[src/rtl/lpm_pkg.sv]
package lpm_pkg;

    typedef enum logic [2:0] {
        MD_RUN  = 3'd0,
        MD_WAIT = 3'd1,
        MD_STOP = 3'd2,
        MD_STBY = 3'd3,
        MD_PDN  = 3'd4
    } mode_e;

    typedef enum logic [1:0] {
        CS_ACTIVE = 2'd0,
        CS_WAIT   = 2'd1,
        CS_STOP   = 2'd2
    } core_st_e;

    typedef enum logic [2:0] {
        SQ_FULL   = 3'd0,
        SQ_SLOW   = 3'd1,
        SQ_PLLOFF = 3'd2,
        SQ_OSCSB  = 3'd3,
        SQ_STBY   = 3'd4,
        SQ_PDN    = 3'd5
    } seq_e;

    localparam int RS_EXT  = 0;
    localparam int RS_SW   = 1;
    localparam int RS_WDOG = 2;
    localparam int RS_W    = 3;

    typedef struct packed {
        logic lowspeed;
        logic pll_pd;
        logic osc_stby;
        logic reg_stby;
        logic osc_pd;
    } seq_cfg_t;

    typedef struct packed {
        logic from_wait;
        logic from_stop;
    } wake_t;

    typedef struct packed {
        logic lowspeed;
        logic pll_pd;
        logic osc_stby;
        logic reg_stby;
        logic osc_pd;
        logic div2;
        logic hs_ok;
    } seq_out_t;

    function automatic mode_e mode_of(core_st_e c, seq_e s);
        mode_e m;
        if (s == SQ_PDN)       m = MD_PDN;
        else if (s == SQ_STBY) m = MD_STBY;
        else if (c == CS_WAIT) m = MD_WAIT;
        else if (c == CS_STOP) m = MD_STOP;
        else                   m = MD_RUN;
        return m;
    endfunction

    function automatic seq_out_t seq_decode(seq_e s);
        seq_out_t o;
        o.lowspeed = (s >= SQ_SLOW);
        o.pll_pd   = (s >= SQ_PLLOFF);
        o.osc_stby = (s >= SQ_OSCSB);
        o.reg_stby = (s >= SQ_STBY);
        o.osc_pd   = (s == SQ_PDN);
        o.div2     = (s >= SQ_SLOW) && (s != SQ_PDN);
        o.hs_ok    = (s == SQ_FULL);
        return o;
    endfunction

endpackage

[src/rtl/lpm_wake.sv]
module lpm_wake
    import lpm_pkg::*;
#(
    parameter int NPERIPH = 8
) (
    input  logic [NPERIPH-1:0] irq_vec,
    input  logic [NPERIPH-1:0] stop_wake_en,
    input  logic               lvi_irq,
    input  logic               dbg_req,
    output wake_t              wake
);
    logic [NPERIPH-1:0] masked;

    genvar g;
    generate
        for (g = 0; g < NPERIPH; g++) begin : g_mask
            assign masked[g] = irq_vec[g] & stop_wake_en[g];
        end
    endgenerate

    always_comb begin
        wake.from_wait = (|irq_vec) | lvi_irq | dbg_req;
        wake.from_stop = (|masked)  | lvi_irq | dbg_req;
    end
endmodule

[src/rtl/lpm_core_fsm.sv]
module lpm_core_fsm
    import lpm_pkg::*;
(
    input  logic     clk,
    input  logic     clr,
    input  logic     allow,
    input  logic     wait_stb,
    input  logic     stop_stb,
    input  wake_t    wake,
    output core_st_e state
);
    core_st_e nxt;

    always_comb begin
        nxt = state;
        unique case (state)
            CS_ACTIVE: begin
                if (allow && stop_stb)      nxt = CS_STOP;
                else if (allow && wait_stb) nxt = CS_WAIT;
            end
            CS_WAIT: if (wake.from_wait) nxt = CS_ACTIVE;
            CS_STOP: if (wake.from_stop) nxt = CS_ACTIVE;
            default: nxt = CS_ACTIVE;
        endcase
    end

    always_ff @(posedge clk) begin
        if (clr) state <= CS_ACTIVE;
        else     state <= nxt;
    end
endmodule

[src/rtl/lpm_stby_seq.sv]
module lpm_stby_seq
    import lpm_pkg::*;
(
    input  logic     clk,
    input  logic     clr,
    input  logic     run_ok,
    input  seq_cfg_t cfg,
    input  logic     pll_lock,
    output seq_e     step
);
    seq_e nxt;

    always_comb begin
        nxt = step;
        if (run_ok) begin
            unique case (step)
                SQ_FULL:   if (cfg.lowspeed) nxt = SQ_SLOW;
                SQ_SLOW: begin
                    if (cfg.pll_pd)                      nxt = SQ_PLLOFF;
                    else if (!cfg.lowspeed && pll_lock)  nxt = SQ_FULL;
                end
                SQ_PLLOFF: begin
                    if (cfg.osc_stby)     nxt = SQ_OSCSB;
                    else if (!cfg.pll_pd) nxt = SQ_SLOW;
                end
                SQ_OSCSB: begin
                    if (cfg.reg_stby)       nxt = SQ_STBY;
                    else if (!cfg.osc_stby) nxt = SQ_PLLOFF;
                end
                SQ_STBY: begin
                    if (cfg.osc_pd)         nxt = SQ_PDN;
                    else if (!cfg.reg_stby) nxt = SQ_OSCSB;
                end
                SQ_PDN:    nxt = SQ_PDN;
                default:   nxt = SQ_FULL;
            endcase
        end
    end

    always_ff @(posedge clk) begin
        if (clr) step <= SQ_FULL;
        else     step <= nxt;
    end
endmodule

[src/rtl/lpm_clk_gate.sv]
module lpm_clk_gate
    import lpm_pkg::*;
#(
    parameter int NPERIPH = 8
) (
    input  mode_e              mode,
    input  seq_e               step,
    input  logic [NPERIPH-1:0] stop_keep,
    output logic               core_clk_en,
    output logic [NPERIPH-1:0] periph_clk_en,
    output logic               master_gen_en,
    output seq_out_t           sq
);
    logic grp_on;

    assign grp_on        = (mode == MD_RUN) || (mode == MD_WAIT) || (mode == MD_STBY);
    assign core_clk_en   = (mode == MD_RUN) || (mode == MD_STBY);
    assign master_gen_en = (mode != MD_PDN);
    assign sq            = seq_decode(step);

    genvar g;
    generate
        for (g = 0; g < NPERIPH; g++) begin : g_per
            assign periph_clk_en[g] = grp_on | ((mode == MD_STOP) & stop_keep[g]);
        end
    endgenerate
endmodule

[src/rtl/lpm_clk_ctrl.sv]
module lpm_clk_ctrl
    import lpm_pkg::*;
#(
    parameter int NPERIPH = 8
) (
    input  logic               clk,
    input  logic               rst,
    input  logic [2:0]         rst_src,
    input  logic               wait_stb,
    input  logic               stop_stb,
    input  logic [NPERIPH-1:0] irq_vec,
    input  logic [NPERIPH-1:0] stop_wake_en,
    input  logic [NPERIPH-1:0] stop_keep,
    input  logic               lvi_irq,
    input  logic               dbg_req,
    input  logic               cfg_lowspeed,
    input  logic               cfg_pll_pd,
    input  logic               cfg_osc_stby,
    input  logic               cfg_reg_stby,
    input  logic               cfg_osc_pd,
    input  logic               pll_lock,
    output logic [2:0]         mode_o,
    output logic               core_clk_en,
    output logic [NPERIPH-1:0] periph_clk_en,
    output logic               master_gen_en,
    output logic               pll_pd,
    output logic               lowspeed_sel,
    output logic               osc_stby,
    output logic               reg_stby,
    output logic               osc_pd,
    output logic               sys_div2,
    output logic               hs_periph_ok
);
    core_st_e core_st;
    seq_e     step;
    mode_e    mode;
    wake_t    wake;
    seq_cfg_t cfg;
    seq_out_t sq;
    logic     hard_clr, soft_clr, clr;

    assign hard_clr = rst | rst_src[RS_EXT];
    assign soft_clr = (rst_src[RS_SW] | rst_src[RS_WDOG]) & (step != SQ_PDN);
    assign clr      = hard_clr | soft_clr;

    assign cfg = '{lowspeed: cfg_lowspeed, pll_pd: cfg_pll_pd,
                   osc_stby: cfg_osc_stby, reg_stby: cfg_reg_stby,
                   osc_pd:   cfg_osc_pd};

    lpm_wake #(.NPERIPH(NPERIPH)) u_wake (
        .irq_vec      (irq_vec),
        .stop_wake_en (stop_wake_en),
        .lvi_irq      (lvi_irq),
        .dbg_req      (dbg_req),
        .wake         (wake)
    );

    lpm_core_fsm u_fsm (
        .clk      (clk),
        .clr      (clr),
        .allow    (step == SQ_FULL),
        .wait_stb (wait_stb),
        .stop_stb (stop_stb),
        .wake     (wake),
        .state    (core_st)
    );

    lpm_stby_seq u_seq (
        .clk      (clk),
        .clr      (clr),
        .run_ok   (core_st == CS_ACTIVE),
        .cfg      (cfg),
        .pll_lock (pll_lock),
        .step     (step)
    );

    assign mode = mode_of(core_st, step);

    lpm_clk_gate #(.NPERIPH(NPERIPH)) u_gate (
        .mode          (mode),
        .step          (step),
        .stop_keep     (stop_keep),
        .core_clk_en   (core_clk_en),
        .periph_clk_en (periph_clk_en),
        .master_gen_en (master_gen_en),
        .sq            (sq)
    );

    assign mode_o       = mode;
    assign lowspeed_sel = sq.lowspeed;
    assign pll_pd       = sq.pll_pd;
    assign osc_stby     = sq.osc_stby;
    assign reg_stby     = sq.reg_stby;
    assign osc_pd       = sq.osc_pd;
    assign sys_div2     = sq.div2;
    assign hs_periph_ok = sq.hs_ok;
endmodule

[config.mk]
export PLATFORM = sky130hd
export DESIGN_NAME = lpm_clk_ctrl
export DESIGN_NICKNAME = d
export VERILOG_FILES = /design/src/rtl/lpm_pkg.sv /design/src/rtl/lpm_wake.sv /design/src/rtl/lpm_core_fsm.sv /design/src/rtl/lpm_stby_seq.sv /design/src/rtl/lpm_clk_gate.sv /design/src/rtl/lpm_clk_ctrl.sv
export SDC_FILE = /design/constraint.sdc
export NUM_CORES = 1
export LEC_CHECK = 0
export ABC_AREA = 1
export BUFFER_PORTS_ARGS = -buffer_cell sky130_fd_sc_hd__buf_2
export CORE_MARGIN = 2
export CORE_UTILIZATION = 37
export CTS_CLUSTER_DIAMETER = 150
export CTS_CLUSTER_SIZE = 10
export DETAILED_ROUTE_END_ITERATION = 16
export PLACE_DENSITY_LB_ADDON = 0.08
export SYNTH_ARGS = -nofsm -noshare
export SYNTH_HDL_FRONTEND = slang
export SYNTH_SLANG_ARGS = --single-unit
[constraint.sdc]
create_clock -name clk -period 1.46 [get_ports clk]
set_clock_uncertainty 0.15 [all_clocks]
set_input_delay 0.146 -clock clk [delete_from_list [all_inputs] [get_ports clk]]
set_output_delay 0.146 -clock clk [all_outputs]
set_load 0.01 [all_outputs]
==> results of run 1 <==
[cells in the final DEF, fill, tap and decap left out, types with 2 or more instances in the layout]
master	n
buf_2	53
buf_4	6
buf_6	8
clkbuf_4	3
dfxtp_4	3
inv_1	15
inv_2	4
inv_4	2
nand2_1	37
nand2_2	2
nand2_4	2
nand3_1	7
nand4_1	2
nor2_1	25
nor2_4	4
nor3_1	4
o21ai_0	3
o21ai_1	5
o21ai_2	3
[Yosys cell counts]
cell type,instances,area [µm²]
nand2_1,39,146.4
nor2_1,27,101.4
inv_1,19,71.32
o21ai_0,9,45.04
nand3_1,7,35.03
dfxtp_1,5,100.1
nor3_1,4,20.02
clkbuf_1,2,7.510
inv_2,2,7.510
nand2_2,2,12.51
nand4_1,2,12.51
nor2_2,2,12.51
a21oi_1,1,5.000
and2_0,1,6.260
buf_2,1,5.000
buf_4,1,7.510
nand3b_1,1,7.510
nor2_4,1,11.26
nor3b_4,1,18.77
o211ai_1,1,7.510
o21ai_1,1,5.000
o21ai_2,1,8.760
o22ai_1,1,6.260
[critical path, delay by kind of cell (launching register included)]
| family | cells | cell delay (ns) |
|---|---|---|
| compound gates | 1 | 0.06 |
| simple gates | 2 | 0.25 |
| flops | 1 | 0.36 |
| buf+inv | 3 | 0.31 |
[power by group]
group / switching (mW) / internal, mW
registers: 0.00428 / 0.135
logic: 0.0803 / 0.0810
clock network: 0.0579 / 0.103
[per-layer routing]
| layer | track usage | wire, µm | share of wire | vias up |
|---|---|---|---|---|
| met5 | 0 | 0 | 0 | - |
| met4 | 0.06857 | 37 | 0.018 | 0 |
| met3 | 0.02353 | 103 | 0.051 | 5 |
| met2 | 0.3139 | 1009 | 0.50 | 32 |
| met1 | 0.2681 | 880 | 0.43 | 411 |
| li1 | - | - | - | 538 |
[worst min-delay path by stage]
stage	endpoint	slack, ns
floorplan	u_seq.step[2]$_SDFFE_PP0P_	0.16
CTS	u_seq.step[1]$_SDFFE_PP0P_	0.04
global placement	u_seq.step[2]$_SDFFE_PP0P_	0.29
finish	u_seq.step[1]$_SDFFE_PP0P_	0.03
detailed placement	u_seq.step[0]$_SDFFE_PP0P_	0.30
global route	u_seq.step[2]$_SDFFE_PP0P_	0.04
[metrics by stage]
stage	utilization	power [mW]	hold WS [ns]	std cells	area (µm²)
2_1_floorplan	-	0.2169	0.1552	131	660.6
3_3_place_gp	0.5810	0.2938	0.2887	214	992.2
3_5_place_dp	0.5810	0.2949	0.2979	214	992.2
4_1_cts	0.6337	0.4548	0.03862	222	1082
5_1_grt	0.6784	0.4936	0.04044	223	1159
6_report	0.6784	0.4618	0.02621	223	1159
[flip-flops by register name (all words and copies together) (netlist names)]
register / flops
u_fsm.state: 2
u_seq.step: 3
[cells by family (layout without fill, tap and decap cells)]
logic type | count (synthesis) | count (layout) | share of synthesized area
simple gates | 87 | 87 | 0.5814
buf+inv | 25 | 92 | 0.1496
flops | 5 | 5 | 0.1515
compound gates | 14 | 14 | 0.1174
[layout make-up]
type / count / area (µm²) / area share
sequential: 5 / 112.6 / 0.09719
multi-input combinational: 101 / 504.2 / 0.4352
clock buffer: 4 / 26.28 / 0.02268
timing repair buffer: 67 / 400.4 / 0.3456
tap: 25 / 31.28 / 0.02700
inverter: 21 / 83.83 / 0.07235
[timing repair]
item,4_1_cts,5_1_grt
pin swaps,7,6
hold endpoints to repair,0,0
gates resized for setup,16,24
cloned,0,1
setup endpoints to repair,20,22
buffers inserted,4,0
==> results.toml, run 1 <==
[drt]
post_drt_wl_per_cell_um = 9.103
drt_iter0_drc = 6
vias = 986
antenna_left = 0
firstDrtPassIters = 4
via_per_inst = 4.422
drt_wl_total_mm = 2.030
drc = 0

[floorplanning]
num_io_pins = 59
die_area_um2 = 2140
die_w_um = 46.26
core_area_um2 = 1708
dieHeight_um = 46.26
rows = 15
start_util = 0.3868

[yosys]
seq_area_frac_synth = 0.1515
synth_fp_nets = 170
ys_seq_elements = 5
syn_area_per_cell_um2 = 5.043
synthesis.area_um2 = 660.6
ys_warn_count = 0
ys_types = 23
synthCells = 131

[setup_path]
cpMaxStageDelayCell = "dfxtp_4"
worst_ep_required_time_ns = 1.16
cp-startpoint = "u_seq.step[1]$_SDFFE_PP0P_"
r2r_start = "u_seq.step[1]$_SDFFE_PP0P_"
crit_chain = "nor2_4, nand2_4, buf_6, o21ai_0, inv_1, buf_2"
reg2reg_slack_ns = -0.01
crit_type = "reg2out"
r2r-end = "u_seq.step[1]$_SDFFE_PP0P_"
worstRegToRegCells = 7
critPathMaxFanout = 6
cp-endpoint = "periph_clk_en[4]"
max_stage_delay_ns = 0.36
crit_path_start_kind = "flip-flop"
arrival_ns = 1.23
cp-end-kind = "output pin"

[global_route]
antenna_found_initial = 0
grt_pass1_vias = 791
grt_first_pass_wirelength_mm = 3.105
overflow = 0
grt_start_max_net_pins = 12
grt.total_usage = 0.1962

[sta]
slew_viol_final = 0
fin_tns_setup_ns = -0.6672
setup_violations = 16
finalHoldViolations = 0
period_share = 1.048
worst_pin_slew_ns = 0.2607
setup_slack_ns = -0.07023
relSlewSlack = 0.8260
period_minus_slack_ns = 1.530
rsz0062_at_grt = "true"
fmax_ghz = 0.6535

[cts]
tritoncts = "done"
clock_sinks = 5
cts_made_buffers = 3
clk_pin_slew_worst_paths_ns = 0.04
cts-root-buf = "clkbuf_4"
cts_hold_buf = 0
clock_latency_ns = 0.24
htreeDepth = 1
cts_buffer_depth = 2

[run]
drv_cap = 0

[power]
power_density_nw_per_um2 = 398.6
leakagePower_nw = 0.6418
peakVddDrop_mv = 0.3062

[cells_and_area]
nNetsFinal = 238
antenna_cells = 0
syn2layout_area_growth_pct = 75.38
fill_cells = 176
drive_above_1_share = 0.4697

[place]
dpl_worst_slack_ns = -0.06417
dp_hpwl_mm = 1.606
port_buffers = 58
gp_congestion = 0.8523

[worst_hold_path]
holdPathStages = 4
hp-start = "rst"
hold_class = "in2reg"

[outcome]
status = "finished with violations"
violations = "setup timing"
(Power assumes the default switching activity.)
==> run 2: changes to the inputs <==
- GPL_ROUTABILITY_DRIVEN: not set -> 0
- PLACE_DENSITY: not set -> 0.77
- PLACE_DENSITY_LB_ADDON: 0.08 -> not set
- clock period: 1.46 -> 1.5 ns (I/O delays scaled with it)
==> run 2 against run 1 <==
Compared with the run above:
- the run still ends with setup timing left
- largest cell class unchanged
- flip-flop and latch count is the same
- hold slack gained 0.017 ns
- core utilization shrank 1.3 points
==> results.toml, run 2 (synthesis results as in run 1) <==
[outcome]
status = "finished with violations"
violations = "setup timing"

[drt]
drt_iter0_drc = 12
drt_wl_total_mm = 2.159
drc = 0
firstDrtPassIters = 4
via_per_inst = 4.614
vias = 1029
post_drt_wl_per_cell_um = 9.682
antenna_left = 0

[cells_and_area]
largest_register_ff_count = 3
syn2layout_area_growth_pct = 71.97
final_core_util = 0.6652
nNetsFinal = 238
antenna_cells = 0
drive_above_1_share = 0.4798
largestRegisters = "u_seq.step (3), u_fsm.state (2)"
layout_commonest_cell = "buf_2"
largest-register = "u_seq.step"
mostFrequentLayoutCells = "buf_2, nand2_1, nor2_1"

[sta]
fin_tns_setup_ns = -0.2523
relSlewSlack = 0.8055
fmax_ghz = 0.6487
rsz0062_at_grt = "true"
setup_slack_ns = -0.04164
period_minus_slack_ns = 1.542
period_share = 1.028
setup_violations = 11
finalHoldViolations = 0
worst_pin_slew_ns = 0.2914
slew_viol_final = 0
hold_slack_ns = 0.04298

[setup_path]
worst_ep_required_time_ns = 1.20
crit_path_start_kind = "flip-flop"
r2r_start = "u_seq.step[1]$_SDFFE_PP0P_"
worstRegToRegCells = 7
cp-end-kind = "output pin"
r2r-end = "u_seq.step[0]$_SDFFE_PP0P_"
reg2reg_slack_ns = 0.01
arrival_ns = 1.24
critPathMaxFanout = 11
crit_type = "reg2out"

[run]
drv_cap = 0

[floorplanning]
dieHeight_um = 46.26
num_io_pins = 59
die_w_um = 46.26
core_area_um2 = 1708
die_area_um2 = 2140
rows = 15
start_util = 0.3868

[cts]
htreeDepth = 1
cts_buffer_depth = 2
cts_made_buffers = 3
tritoncts = "done"
clock_latency_ns = 0.24
cts-root-buf = "clkbuf_4"
clk_pin_slew_worst_paths_ns = 0.05
clock_sinks = 5

[worst_hold_path]
hp-start = "rst"
holdPathStages = 4
worstHoldEndpoint = "u_fsm.state[1]$_SDFFE_PP0P_"
hold_class = "in2reg"

[global_route]
grt_pass1_vias = 840
grt.total_usage = 0.1984
antenna_found_initial = 0
grt_start_max_net_pins = 12
overflow = 0
grt_first_pass_wirelength_mm = 3.153

[place]
dp_hpwl_mm = 1.695
port_buffers = 58

[power]
leakagePower_nw = 0.6250
power_density_nw_per_um2 = 396.2
peakVddDrop_mv = 0.3568
==> run 2: cell type report <==
| type | count | area, µm² |
|---|---|---|
| timing repair buffer | 66 | 380.4 |
| sequential | 5 | 111.4 |
| clock buffer | 3 | 22.52 |
| multi-input combinational | 102 | 504.2 |
| fill | 163 | 571.8 |
| clock inverter | 1 | 5.005 |
| inverter | 21 | 81.33 |
| tap | 25 | 31.28 |
==> run 2: worst max-delay path by stage <==
stage	startpoint	to	slack [ns]
6_report	u_seq.step[1]$_SDFFE_PP0P_	periph_clk_en[0]	-0.04
5_1_grt	u_seq.step[2]$_SDFFE_PP0P_	core_clk_en	-0.12
4_1_cts	u_seq.step[2]$_SDFFE_PP0P_	sys_div2	-0.04
3_5_place_dp	u_seq.step[1]$_SDFFE_PP0P_	periph_clk_en[5]	-0.02
3_3_place_gp	u_fsm.state[1]$_SDFFE_PP0P_	periph_clk_en[5]	0.02
2_1_floorplan	u_seq.step[1]$_SDFFE_PP0P_	periph_clk_en[0]	0.11
==> run 2: repair_timing <==
action | 4_1_cts | 5_1_grt
buffers inserted | 6 | 1
pin swaps | 4 | 5
gates resized for setup | 17 | 20
endpoints found under the setup margin | 15 | 21
gates cloned | 1 | 0
hold buffers | 0 | 0
==> run 2: layer usage <==
metal | GRT usage | up-vias | part of all wire
li1 | - | 538 | -
met3 | 0.02353 | 3 | 0.044
met1 | 0.2256 | 454 | 0.40
met4 | 0.07429 | 0 | 0.0079
met5 | 0 | - | 0
met2 | 0.3694 | 34 | 0.54
==> run 2: per-stage QoR <==
stage / cell area [µm²] / worst slack, ns / std cells / power [mW]
after floorplan: 660.6 / 0.1110 / 131 / 0.2111
after global placement: 969.7 / 0.02136 / 211 / 0.2825
after detailed placement: 969.7 / -0.02234 / 211 / 0.2860
after CTS: 1075 / -0.04247 / 222 / 0.4527
after global routing: 1136 / -0.1163 / 223 / 0.4900
final: 1136 / -0.04164 / 223 / 0.4501
==> run 2: where the power goes <==
group          switching (mW)  internal, mW  total, mW
logic                  0.0813        0.0762      0.158
clock network          0.0596        0.0967      0.156
registers             0.00365         0.133      0.136
total                   0.145         0.306      0.450
==> run 2: worst max-delay path, cell delays in order (launching register included) <==
cell	delay [ns]
dfxtp_4	0.36
nor2_4	0.15
nand2_2	0.08
buf_6	0.15
o21ai_1	0.07
inv_1	0.05
buf_2	0.13
==> run 3: changes to the inputs <==
- PLACE_DENSITY: 0.77 -> not set
- PLACE_DENSITY_LB_ADDON: not set -> 0.2
==> run 3 against run 2 <==
Compared with the run above:
- the run still ends with setup timing left
- register-to-register slack better by 0.02 ns
- critical path type unchanged
- sequential share of layout area down 0.41 points
- largest power group unchanged
- critical endpoint is now periph_clk_en[4]
- maximum frequency down 0.16%
- sequential power about the same
- wire length down 9.1%
- combinational power about the same
- non-clock buffer count up 1
- hold slack worse by 0.016 ns
==> results.toml, run 3 (synthesis results as in run 1) <==
[sta]
period_minus_slack_ns = 1.544
hold_slack_ns = 0.02728
relSlewSlack = 0.8274
rsz0062_at_grt = "true"
period_share = 1.029
slew_viol_final = 0
setup_slack_ns = -0.04406
finalHoldViolations = 0
worst_pin_slew_ns = 0.2586
setup_violations = 11
fmax_ghz = 0.6476

[drt]
drt_wl_total_mm = 1.962
vias = 1013
post_drt_wl_per_cell_um = 8.798
firstDrtPassIters = 4
drt_iter0_drc = 11
via_per_inst = 4.543
drc = 0
antenna_left = 0

[floorplanning]
core_area_um2 = 1708
die_w_um = 46.26
rows = 15
start_util = 0.3868
die_area_um2 = 2140
num_io_pins = 59
dieHeight_um = 46.26

[cells_and_area]
fill_cells = 159
largest-register = "u_seq.step"
drive_above_1_share = 0.5101
largest_register_ff_count = 3
nNetsFinal = 238
largestRegisters = "u_seq.step (3), u_fsm.state (2)"
antenna_cells = 0
syn2layout_area_growth_pct = 75.38
layout_commonest_cell = "buf_2"
mostFrequentLayoutCells = "buf_2, nand2_1, nor2_1"

[setup_path]
cp-end-kind = "output pin"
critPathMaxFanout = 12
crit_path_start_kind = "flip-flop"
crit_type = "reg2out"
worst_ep_required_time_ns = 1.20
worstRegToRegCells = 7
arrival_ns = 1.24

[cts]
cts_buffer_depth = 2
cts_hold_buf = 0
clock_latency_ns = 0.24
cts_made_buffers = 3
clock_sinks = 5
tritoncts = "done"
cts-root-buf = "clkbuf_4"
clk_pin_slew_worst_paths_ns = 0.04
htreeDepth = 1

[outcome]
violations = "setup timing"
status = "finished with violations"

[place]
port_buffers = 58
dpl_worst_slack_ns = -0.01081
dp_hpwl_mm = 1.573

[global_route]
grt_start_max_net_pins = 13
grt.total_usage = 0.1917
overflow = 0
antenna_found_initial = 0
grt_first_pass_wirelength_mm = 2.939
grt_pass1_vias = 804

[power]
leakagePower_nw = 0.6277
peakVddDrop_mv = 0.2283
power_uw = 453.8
power_density_nw_per_um2 = 391.7

[run]
drv_cap = 0

[worst_hold_path]
hold_class = "in2reg"
holdPathStages = 4
## run 3: where the power goes
group	switching (mW)	internal [mW]	leakage, nW
clock	0.0556	0.101	0.0150
sequential	0.00342	0.135	0.0432
combinational	0.0813	0.0783	0.570
total	0.140	0.313	0.628
## run 3: layout make-up
| type | count | area (µm²) | share of cell area |
|---|---|---|---|
| multi-input combinational | 101 | 541.8 | 0.4676 |
| tap | 25 | 31.28 | 0.02700 |
| sequential | 5 | 108.9 | 0.09395 |
| inverter | 21 | 81.33 | 0.07019 |
| timing repair buffer | 67 | 369.1 | 0.3186 |
| clock buffer | 4 | 26.28 | 0.02268 |
## run 3: layer usage
metal	up-vias	track usage	routed length [µm]
met4	0	0.1029	36
met3	4	0.05882	132
met1	434	0.2176	778
met2	36	0.3167	1015
met5	-	0	0
li1	539	-	-
## run 3: path summary, 6_finish.rpt
check	startpoint	end	slack (ns)
worst max-delay path	u_seq.step[1]$_SDFFE_PP0P_	periph_clk_en[4]	-0.04
worst min-delay path	rst	u_fsm.state[0]$_SDFFE_PP0P_	0.03
worst max register to register	u_seq.step[1]$_SDFFE_PP0P_	u_seq.step[1]$_SDFFE_PP0P_	0.03
worst min register to register	u_seq.step[0]$_SDFFE_PP0P_	u_seq.step[0]$_SDFFE_PP0P_	0.38
## run 3: repair_timing
| action | 4_1_cts | 5_1_grt |
|---|---|---|
| resized for setup | 16 | 27 |
| buffers inserted | 5 | 1 |
| pin swaps | 3 | 6 |
| endpoints found under the setup margin | 16 | 20 |
## run 3: critical path: stages (launching register included)
cell,delay [ns]
dfxtp_4,0.37
nor2_4,0.15
buf_6,0.13
nand2_8,0.08
o21ai_1,0.09
inv_1,0.04
buf_2,0.13
## run 3: stage by stage
stage / util / std cells / instance area (µm²) / TNS [ns]
floorplan: - / 131 / 660.6 / 0
global placement: 0.5810 / 214 / 992.2 / 0
detailed placement: 0.5810 / 214 / 992.2 / -0.03585
CTS: 0.6388 / 222 / 1091 / -0.4206
global route: 0.6784 / 223 / 1159 / -1.386
finish: 0.6784 / 223 / 1159 / -0.2720
